[config.mk]
export PLATFORM = sky130hd
export DESIGN_NAME = pwm_capture_unit
export DESIGN_NICKNAME = d
export VERILOG_FILES = /design/src/rtl/pwmcap_pkg.sv /design/src/rtl/pwmcap_timebase.sv /design/src/rtl/pwmcap_sync_edge.sv /design/src/rtl/pwmcap_channel.sv /design/src/rtl/pwmcap_calc.sv /design/src/rtl/pwm_capture_unit.sv
export SDC_FILE = /design/constraint.sdc
export NUM_CORES = 1
export LEC_CHECK = 0
export BUFFER_PORTS_ARGS = -buffer_cell sky130_fd_sc_hd__buf_2
export CAP_MARGIN = 0
export CORE_MARGIN = 2
export CORE_UTILIZATION = 60
export CTS_BUF_LIST = sky130_fd_sc_hd__clkbuf_4
export DETAILED_ROUTE_END_ITERATION = 6
export GPL_TIMING_DRIVEN = 0
export PLACE_DENSITY = 0.9
export SLEW_MARGIN = 20
export SYNTH_ARGS = -nofsm -noshare
export SYNTH_HDL_FRONTEND = slang
export SYNTH_HIERARCHICAL = 1
export SYNTH_SLANG_ARGS = --single-unit
[constraint.sdc]
create_clock -name clk_i -period 20.6 [get_ports clk_i]
set_input_delay 1.03 -clock clk_i [delete_from_list [all_inputs] [get_ports clk_i]]
set_output_delay 1.03 -clock clk_i [all_outputs]
set_load 0.05 [all_outputs]
[src/rtl/pwmcap_pkg.sv]
package pwmcap_pkg;
   localparam int EPSC_W     = 2;
   localparam int EDGE_CNT_W = 3;

   typedef enum logic [1:0] {
      MS_IDLE,
      MS_WAIT_REF,
      MS_WAIT_CLOSE
   } meas_st_e;
endpackage

[src/rtl/pwmcap_timebase.sv]
module pwmcap_timebase #(
   parameter int CNT_W = 16,
   parameter int PSC_W = 16
) (
   input  logic             clk_i,
   input  logic             rst_ni,
   input  logic             run_i,
   input  logic             tick_i,
   input  logic [PSC_W-1:0] psc_i,
   input  logic [CNT_W-1:0] reload_i,
   output logic [CNT_W-1:0] cnt_o
);
   logic [PSC_W-1:0] div_q;
   logic [CNT_W-1:0] cnt_q;
   logic             adv;

   assign adv   = run_i && tick_i && (div_q >= psc_i);
   assign cnt_o = cnt_q;

   always_ff @(posedge clk_i or negedge rst_ni) begin
      if (!rst_ni) begin
         div_q <= '0;
         cnt_q <= '0;
      end else if (adv) begin
         div_q <= '0;
         cnt_q <= (cnt_q >= reload_i) ? '0 : cnt_q + 1'b1;
      end else if (run_i && tick_i) begin
         div_q <= div_q + 1'b1;
      end
   end

   // a stopped counter keeps its value
   p_cnt_hold_r8: assert property (@(posedge clk_i) disable iff (!rst_ni)
      !run_i |=> $stable(cnt_q))
      else $error("counter moved while disabled");
endmodule

[src/rtl/pwmcap_sync_edge.sv]
module pwmcap_sync_edge #(
   parameter int SYNC_STAGES = 2
) (
   input  logic clk_i,
   input  logic rst_ni,
   input  logic pin_i,
   output logic rise_o,
   output logic fall_o
);
   logic [SYNC_STAGES-1:0] sync_q;
   logic                   prev_q;
   logic                   cur;

   if (SYNC_STAGES < 2) begin : g_bad_sync
      $error("SYNC_STAGES must be at least 2");
   end

   assign cur    = sync_q[SYNC_STAGES-1];
   assign rise_o = cur && !prev_q;
   assign fall_o = !cur && prev_q;

   always_ff @(posedge clk_i or negedge rst_ni) begin
      if (!rst_ni) begin
         sync_q <= '0;
         prev_q <= 1'b0;
      end else begin
         sync_q <= {sync_q[SYNC_STAGES-2:0], pin_i};
         prev_q <= cur;
      end
   end
endmodule

[src/rtl/pwmcap_channel.sv]
module pwmcap_channel
   import pwmcap_pkg::*;
#(
   parameter int CNT_W = 16
) (
   input  logic              clk_i,
   input  logic              rst_ni,
   input  logic              en_i,
   input  logic              edge_i,
   input  logic [EPSC_W-1:0] epsc_i,
   input  logic [CNT_W-1:0]  cnt_i,
   output logic              fire_o,
   output logic [CNT_W-1:0]  ccr_o
);
   logic [EDGE_CNT_W-1:0] ecnt_q;
   logic [EDGE_CNT_W-1:0] last_cnt;
   logic [CNT_W-1:0]      ccr_q;

   assign last_cnt = EDGE_CNT_W'((32'd1 << epsc_i) - 32'd1);
   assign fire_o   = en_i && edge_i && (ecnt_q == last_cnt);
   assign ccr_o    = ccr_q;

   always_ff @(posedge clk_i or negedge rst_ni) begin
      if (!rst_ni) begin
         ecnt_q <= '0;
      end else if (!en_i) begin
         ecnt_q <= '0;
      end else if (edge_i) begin
         ecnt_q <= (ecnt_q == last_cnt) ? '0 : ecnt_q + 1'b1;
      end
   end

   always_ff @(posedge clk_i or negedge rst_ni) begin
      if (!rst_ni)     ccr_q <= '0;
      else if (fire_o) ccr_q <= cnt_i;
   end

   // edge divider restarts while capture is disabled
   p_epsc_clear_r12: assert property (@(posedge clk_i) disable iff (!rst_ni)
      !en_i |=> (ecnt_q == '0))
      else $error("edge prescaler not cleared");
endmodule

[src/rtl/pwmcap_calc.sv]
module pwmcap_calc
   import pwmcap_pkg::*;
#(
   parameter int CNT_W = 16
) (
   input  logic [CNT_W-1:0]  t0_i,
   input  logic [CNT_W-1:0]  t1_i,
   input  logic [CNT_W-1:0]  t2_i,
   input  logic [CNT_W-1:0]  reload_i,
   input  logic [EPSC_W-1:0] epsc_i,
   output logic [CNT_W-1:0]  period_o,
   output logic [CNT_W-1:0]  duty_o
);
   function automatic logic [CNT_W-1:0] gap(input logic [CNT_W-1:0] a,
                                            input logic [CNT_W-1:0] b,
                                            input logic [CNT_W-1:0] top);
      return (a <= b) ? (b - a) : (top - a + b);
   endfunction

   logic [CNT_W-1:0] per, d_raw, d_fix, per_sh;

   always_comb begin
      per    = gap(t0_i, t2_i, reload_i);
      d_raw  = gap(t0_i, t1_i, reload_i);
      d_fix  = (d_raw > per) ? d_raw - per : d_raw;
      per_sh = per >> epsc_i;
      period_o = per;
      duty_o   = d_fix;
      if (epsc_i != '0 && d_fix >= per_sh) duty_o = per_sh - (per - d_fix);
   end
endmodule

[src/rtl/pwm_capture_unit.sv]
module pwm_capture_unit
   import pwmcap_pkg::*;
#(
   parameter int CNT_W       = 16,
   parameter int PSC_W       = 16,
   parameter int SYNC_STAGES = 2
) (
   input  logic              clk_i,
   input  logic              rst_ni,
   input  logic              pin_a_i,
   input  logic              pin_b_i,
   input  logic              cnt_tick_i,
   input  logic              cfg_pin_sel_i,
   input  logic              cfg_cnt_en_i,
   input  logic              cfg_cap_en_i,
   input  logic [1:0]        cfg_edge_psc_i,
   input  logic [PSC_W-1:0]  cfg_clk_psc_i,
   input  logic [CNT_W-1:0]  cfg_reload_i,
   input  logic              meas_start_i,
   output logic              snap_valid_o,
   output logic [CNT_W-1:0]  snap_rise_o,
   output logic [CNT_W-1:0]  snap_fall_o,
   output logic              done_o,
   output logic [CNT_W-1:0]  period_o,
   output logic [CNT_W-1:0]  duty_o
);
   localparam int N_UNITS = 2;

   if (CNT_W < 4 || CNT_W > 32) begin : g_bad_cnt
      $error("CNT_W out of range 4..32");
   end
   if (PSC_W < 1 || PSC_W > 32) begin : g_bad_psc
      $error("PSC_W out of range 1..32");
   end
   if (EPSC_W != 2) begin : g_bad_epsc
      $error("edge prescaler port expects a 2-bit code");
   end

   logic                 sel_pin, rise_w, fall_w;
   logic [CNT_W-1:0]     cnt_w;
   logic [N_UNITS-1:0]   edge_v, fire_w;
   logic [CNT_W-1:0]     ccr_w [N_UNITS];
   logic                 snap_q;
   meas_st_e             st_q;
   logic [CNT_W-1:0]     t0_q, per_w, duty_w, per_q, duty_q;
   logic                 done_q;

   assign sel_pin = cfg_pin_sel_i ? pin_b_i : pin_a_i;

   pwmcap_sync_edge #(.SYNC_STAGES(SYNC_STAGES)) u_sync (
      .clk_i  (clk_i),
      .rst_ni (rst_ni),
      .pin_i  (sel_pin),
      .rise_o (rise_w),
      .fall_o (fall_w)
   );

   pwmcap_timebase #(.CNT_W(CNT_W), .PSC_W(PSC_W)) u_tb (
      .clk_i    (clk_i),
      .rst_ni   (rst_ni),
      .run_i    (cfg_cnt_en_i),
      .tick_i   (cnt_tick_i),
      .psc_i    (cfg_clk_psc_i),
      .reload_i (cfg_reload_i),
      .cnt_o    (cnt_w)
   );

   // unit 0 captures rising edges, unit 1 falling edges
   assign edge_v = {fall_w, rise_w};

   for (genvar g = 0; g < N_UNITS; g++) begin : g_unit
      pwmcap_channel #(.CNT_W(CNT_W)) u_ch (
         .clk_i  (clk_i),
         .rst_ni (rst_ni),
         .en_i   (cfg_cap_en_i),
         .edge_i (edge_v[g]),
         .epsc_i (cfg_edge_psc_i),
         .cnt_i  (cnt_w),
         .fire_o (fire_w[g]),
         .ccr_o  (ccr_w[g])
      );
   end

   always_ff @(posedge clk_i or negedge rst_ni) begin
      if (!rst_ni) snap_q <= 1'b0;
      else         snap_q <= fire_w[0];
   end

   assign snap_valid_o = snap_q;
   assign snap_rise_o  = ccr_w[0];
   assign snap_fall_o  = ccr_w[1];

   pwmcap_calc #(.CNT_W(CNT_W)) u_calc (
      .t0_i     (t0_q),
      .t1_i     (ccr_w[1]),
      .t2_i     (ccr_w[0]),
      .reload_i (cfg_reload_i),
      .epsc_i   (cfg_edge_psc_i),
      .period_o (per_w),
      .duty_o   (duty_w)
   );

   always_ff @(posedge clk_i or negedge rst_ni) begin
      if (!rst_ni) begin
         st_q   <= MS_IDLE;
         t0_q   <= '0;
         per_q  <= '0;
         duty_q <= '0;
         done_q <= 1'b0;
      end else if (meas_start_i) begin
         st_q   <= MS_WAIT_REF;
         done_q <= 1'b0;
      end else if (!cfg_cap_en_i || !cfg_cnt_en_i) begin
         st_q <= MS_IDLE;
      end else if (snap_q) begin
         unique case (st_q)
            MS_WAIT_REF: begin
               t0_q <= ccr_w[0];
               st_q <= MS_WAIT_CLOSE;
            end
            MS_WAIT_CLOSE: begin
               per_q  <= per_w;
               duty_q <= duty_w;
               done_q <= 1'b1;
               st_q   <= MS_IDLE;
            end
            default: st_q <= MS_IDLE;
         endcase
      end
   end

   assign done_o   = done_q;
   assign period_o = per_q;
   assign duty_o   = duty_q;

   // snapshot strobe lasts one cycle
   p_snap_gap_r4: assert property (@(posedge clk_i) disable iff (!rst_ni)
      snap_valid_o |=> !snap_valid_o)
      else $error("snapshot strobe longer than one cycle");

   // rising and falling captures never coincide
   p_unit_excl_r2: assert property (@(posedge clk_i) disable iff (!rst_ni)
      $onehot0(fire_w))
      else $error("both capture units fired together");

   // no snapshot follows a cycle with capture disabled
   p_cap_gate_r9: assert property (@(posedge clk_i) disable iff (!rst_ni)
      !cfg_cap_en_i |=> !snap_valid_o)
      else $error("snapshot while capture disabled");

   // completion only follows a snapshot
   p_done_src_r11: assert property (@(posedge clk_i) disable iff (!rst_ni)
      $rose(done_o) |-> $past(snap_valid_o))
      else $error("done without snapshot");

   // results hold until a new start
   p_res_hold_r11: assert property (@(posedge clk_i) disable iff (!rst_ni)
      (done_o && !meas_start_i) |=> (done_o && $stable(period_o) && $stable(duty_o)))
      else $error("results changed before restart");
endmodule

==> out/metrics.csv <==
stage,metric,value,unit
hold_path,worst hold path type,in2async,
floorplan,Die Ht,153,um
routing,DRT iter0 DRCs,936,
timing,fin crit period,11.68,ns
floorplan,Core Area,21800,um2
floorplan,initial core utilization,61.1,%
placed_design,Port Buf Inserts,108,
routing,average routed wire per standard cell,18.9,um
timing,final hold violations,0,
timing,Rel. slew slack,37.6,%
floorplan,io pins,109,
clock_network,Clock Latency Late Sink,0.58,ns
clock_network,CTS tree,built,
setup_path,R2R Setup Slk,9.09,ns
floorplan,# rows,54,
yosys,Post-Syn Nets,1706,
yosys,Syn Area/Cell,9.02,um2
global_route,Overall Global Routing Usage,30.5,%
setup_path,Critical-path top delay cell,nor2_1,
placed_design,hpwl dp,28800,um
final_layout,"commonest non-fill, non-tap cell in the layout",ha_1,
timing,Setup Skew,0.0326,ns
pwr,Peak VDD IR,0.151,mV
final_layout,final layout net count,1834,
pwr,leak pwr,0.00748,uW
final_layout,fill count,1713,
clock_network,Sink Count,125,
yosys,Netlist Area Pre-Place,13300,um2
global_route,vias in the first global route,11700,
timing,Hold Slack,0.365,ns
routing,first-pass detailed-route iteration total,7,
clock_network,"Reg clk slew, reported paths",0.15,ns
yosys,Synth Instances,1479,
floorplan,DIE AREA,23400,um2
clock_network,Post-CTS Setup Inserts,0,
pwr,power per cell area,153,nW/um2
routing,via count,11900,
timing,Final setup viols,0,
timing,f_max,85.6,MHz
status,status,completed,
global_route,largest net degree at the start of global routing,83,
final_layout,"Design Area, Final",14600,um2
global_route,first-pass GRT wire length,58100,um
placed_design,total placed cells including tap cells,1868,
setup_path,WP data arrival,12.16,ns
clock_network,CTS Buf Count,17,
routing,drt total wl,36000,um
setup_path,Crit Path Class,in2reg,
routing,drt drc,0,
clock_network,Max Root-Sink Buffers,2,
final_layout,Reg area,3130,um2
timing,Least-Margin Pin Slew,0.932,ns
setup_path,R2R Path Start,t0_q[0],
global_route,Overflow after GRT,0,
clock_network,post-CTS resize count,0,
setup_path,Most common cell on crit path,o21ai_0,
setup_path,Worst setup SP type,input port,
setup_path,CP Max Fanout,10,
yosys,YS warnings,6,
routing,Final ANT Viol Nets,0,
final_layout,Non-Filler Instances,1901,
floorplan,die width,153,um
clock_network,H-tree Lvls,4,
setup_path,FF-to-FF End,duty_o[15],
placed_design,Post-Place Cell Area,14300,um2
final_layout,most frequent cells in the layout,"ha_1 (164), inv_1 (138), dfrtp_1 (125)",
placed_design,GPL Wtd Cong,0.960,
global_route,initial antenna violation count,1,
clock_network,Post-CTS Hold Buffers,0,
routing,Via density,6.28,
timing,RSZ-0062 raised after global routing,no,
final_layout,Multi-input gate area,9500,um2
timing,Max Slew Vio Count,0,
setup_path,Worst EP required,21.08,ns
timing,fin crit share,56.7,%
final_layout,layout cells sized above 1,19.2,%
final_layout,Layout area overhead,9.18,%
timing,TNS Setup,0,ns
flow_run,Max Cap Viol,0,
clock_network,Clock Tree Root,clkbuf_4,
setup_path,Worst path max stage delay,0.65,ns
setup_path,Worst R2R Path Depth,44,
setup_path,Critical Path Sink Type,register,
[worst max-delay path by stage]
stage                          from          to  slack, ns  depth (start not counted)
detailed placement  cfg_reload_i[0]  duty_o[15]       8.84                         46
global placement    cfg_reload_i[0]  duty_o[15]       9.08                         46
CTS                 cfg_reload_i[0]  duty_o[15]       9.39                         46
finish              cfg_reload_i[0]  duty_o[15]       8.92                         46
floorplan           cfg_reload_i[0]  duty_o[15]      10.89                         45
global route        cfg_reload_i[0]  duty_o[15]       8.31                         46
[state kept, by name, indices dropped and copies added (netlist names), 2 cells and up]
signal and flops:
st_q 2, t0_q 16, g_unit.u_ch/ecnt_q 6, u_sync/sync_q 2
g_unit.u_ch/ccr_o 32, u_tb/div_q 16, u_tb/cnt_o 16, period_o 16
duty_o 16
[where the power goes]
group | internal, uW | total [uW] | switching [uW]
sequential | 256 | 270 | 13.8
clock | 57.0 | 183 | 126
combinational | 795 | 1780 | 987
total | 1110 | 2230 | 1130
[through the flow]
step / total power, uW / setup slack [ns] / util (%)
after CTS: 2210 / 9.39 / 66.7
after floorplan: 1660 / 10.89 / -
final: 2230 / 8.92 / 66.7
after detailed placement: 2010 / 8.84 / 65.3
after global routing: 2440 / 8.31 / 66.7
after global placement: 1940 / 9.08 / 65.2
[layout make-up]
cell class,instances,share of cell area [%]
Multi-Input combinational cell,1187,65.3
Clock buffer,17,0.877
Clock inverter,15,1.15
Sequential cell,125,21.5
Antenna cell,1,0.0172
Tap cell,280,2.41
Buffer,26,1.22
Timing Repair Buffer,109,3.94
Inverter,141,3.64
[per-layer routing]
layer,routed length [um],vias to the layer above,track usage [%]
met4,1290,0,11.7
met1,14700,5689,38.2
met5,0,-,0
met3,2410,106,4.14
met2,17600,543,53.3
li1,-,5603,-
[critical path: cells and delay by family]
kind / cells / cell delay, ns
AOI/OAI and AO/OA: 20 / 4.42
and+or+nand+nor: 12 / 2.70
adders and majority gates: 6 / 2.38
xor gates and xnor gates: 3 / 0.74
buffers and inverters: 4 / 0.57
muxes: 1 / 0.27
No activity file was read; power rests on OpenSTA's default activity.
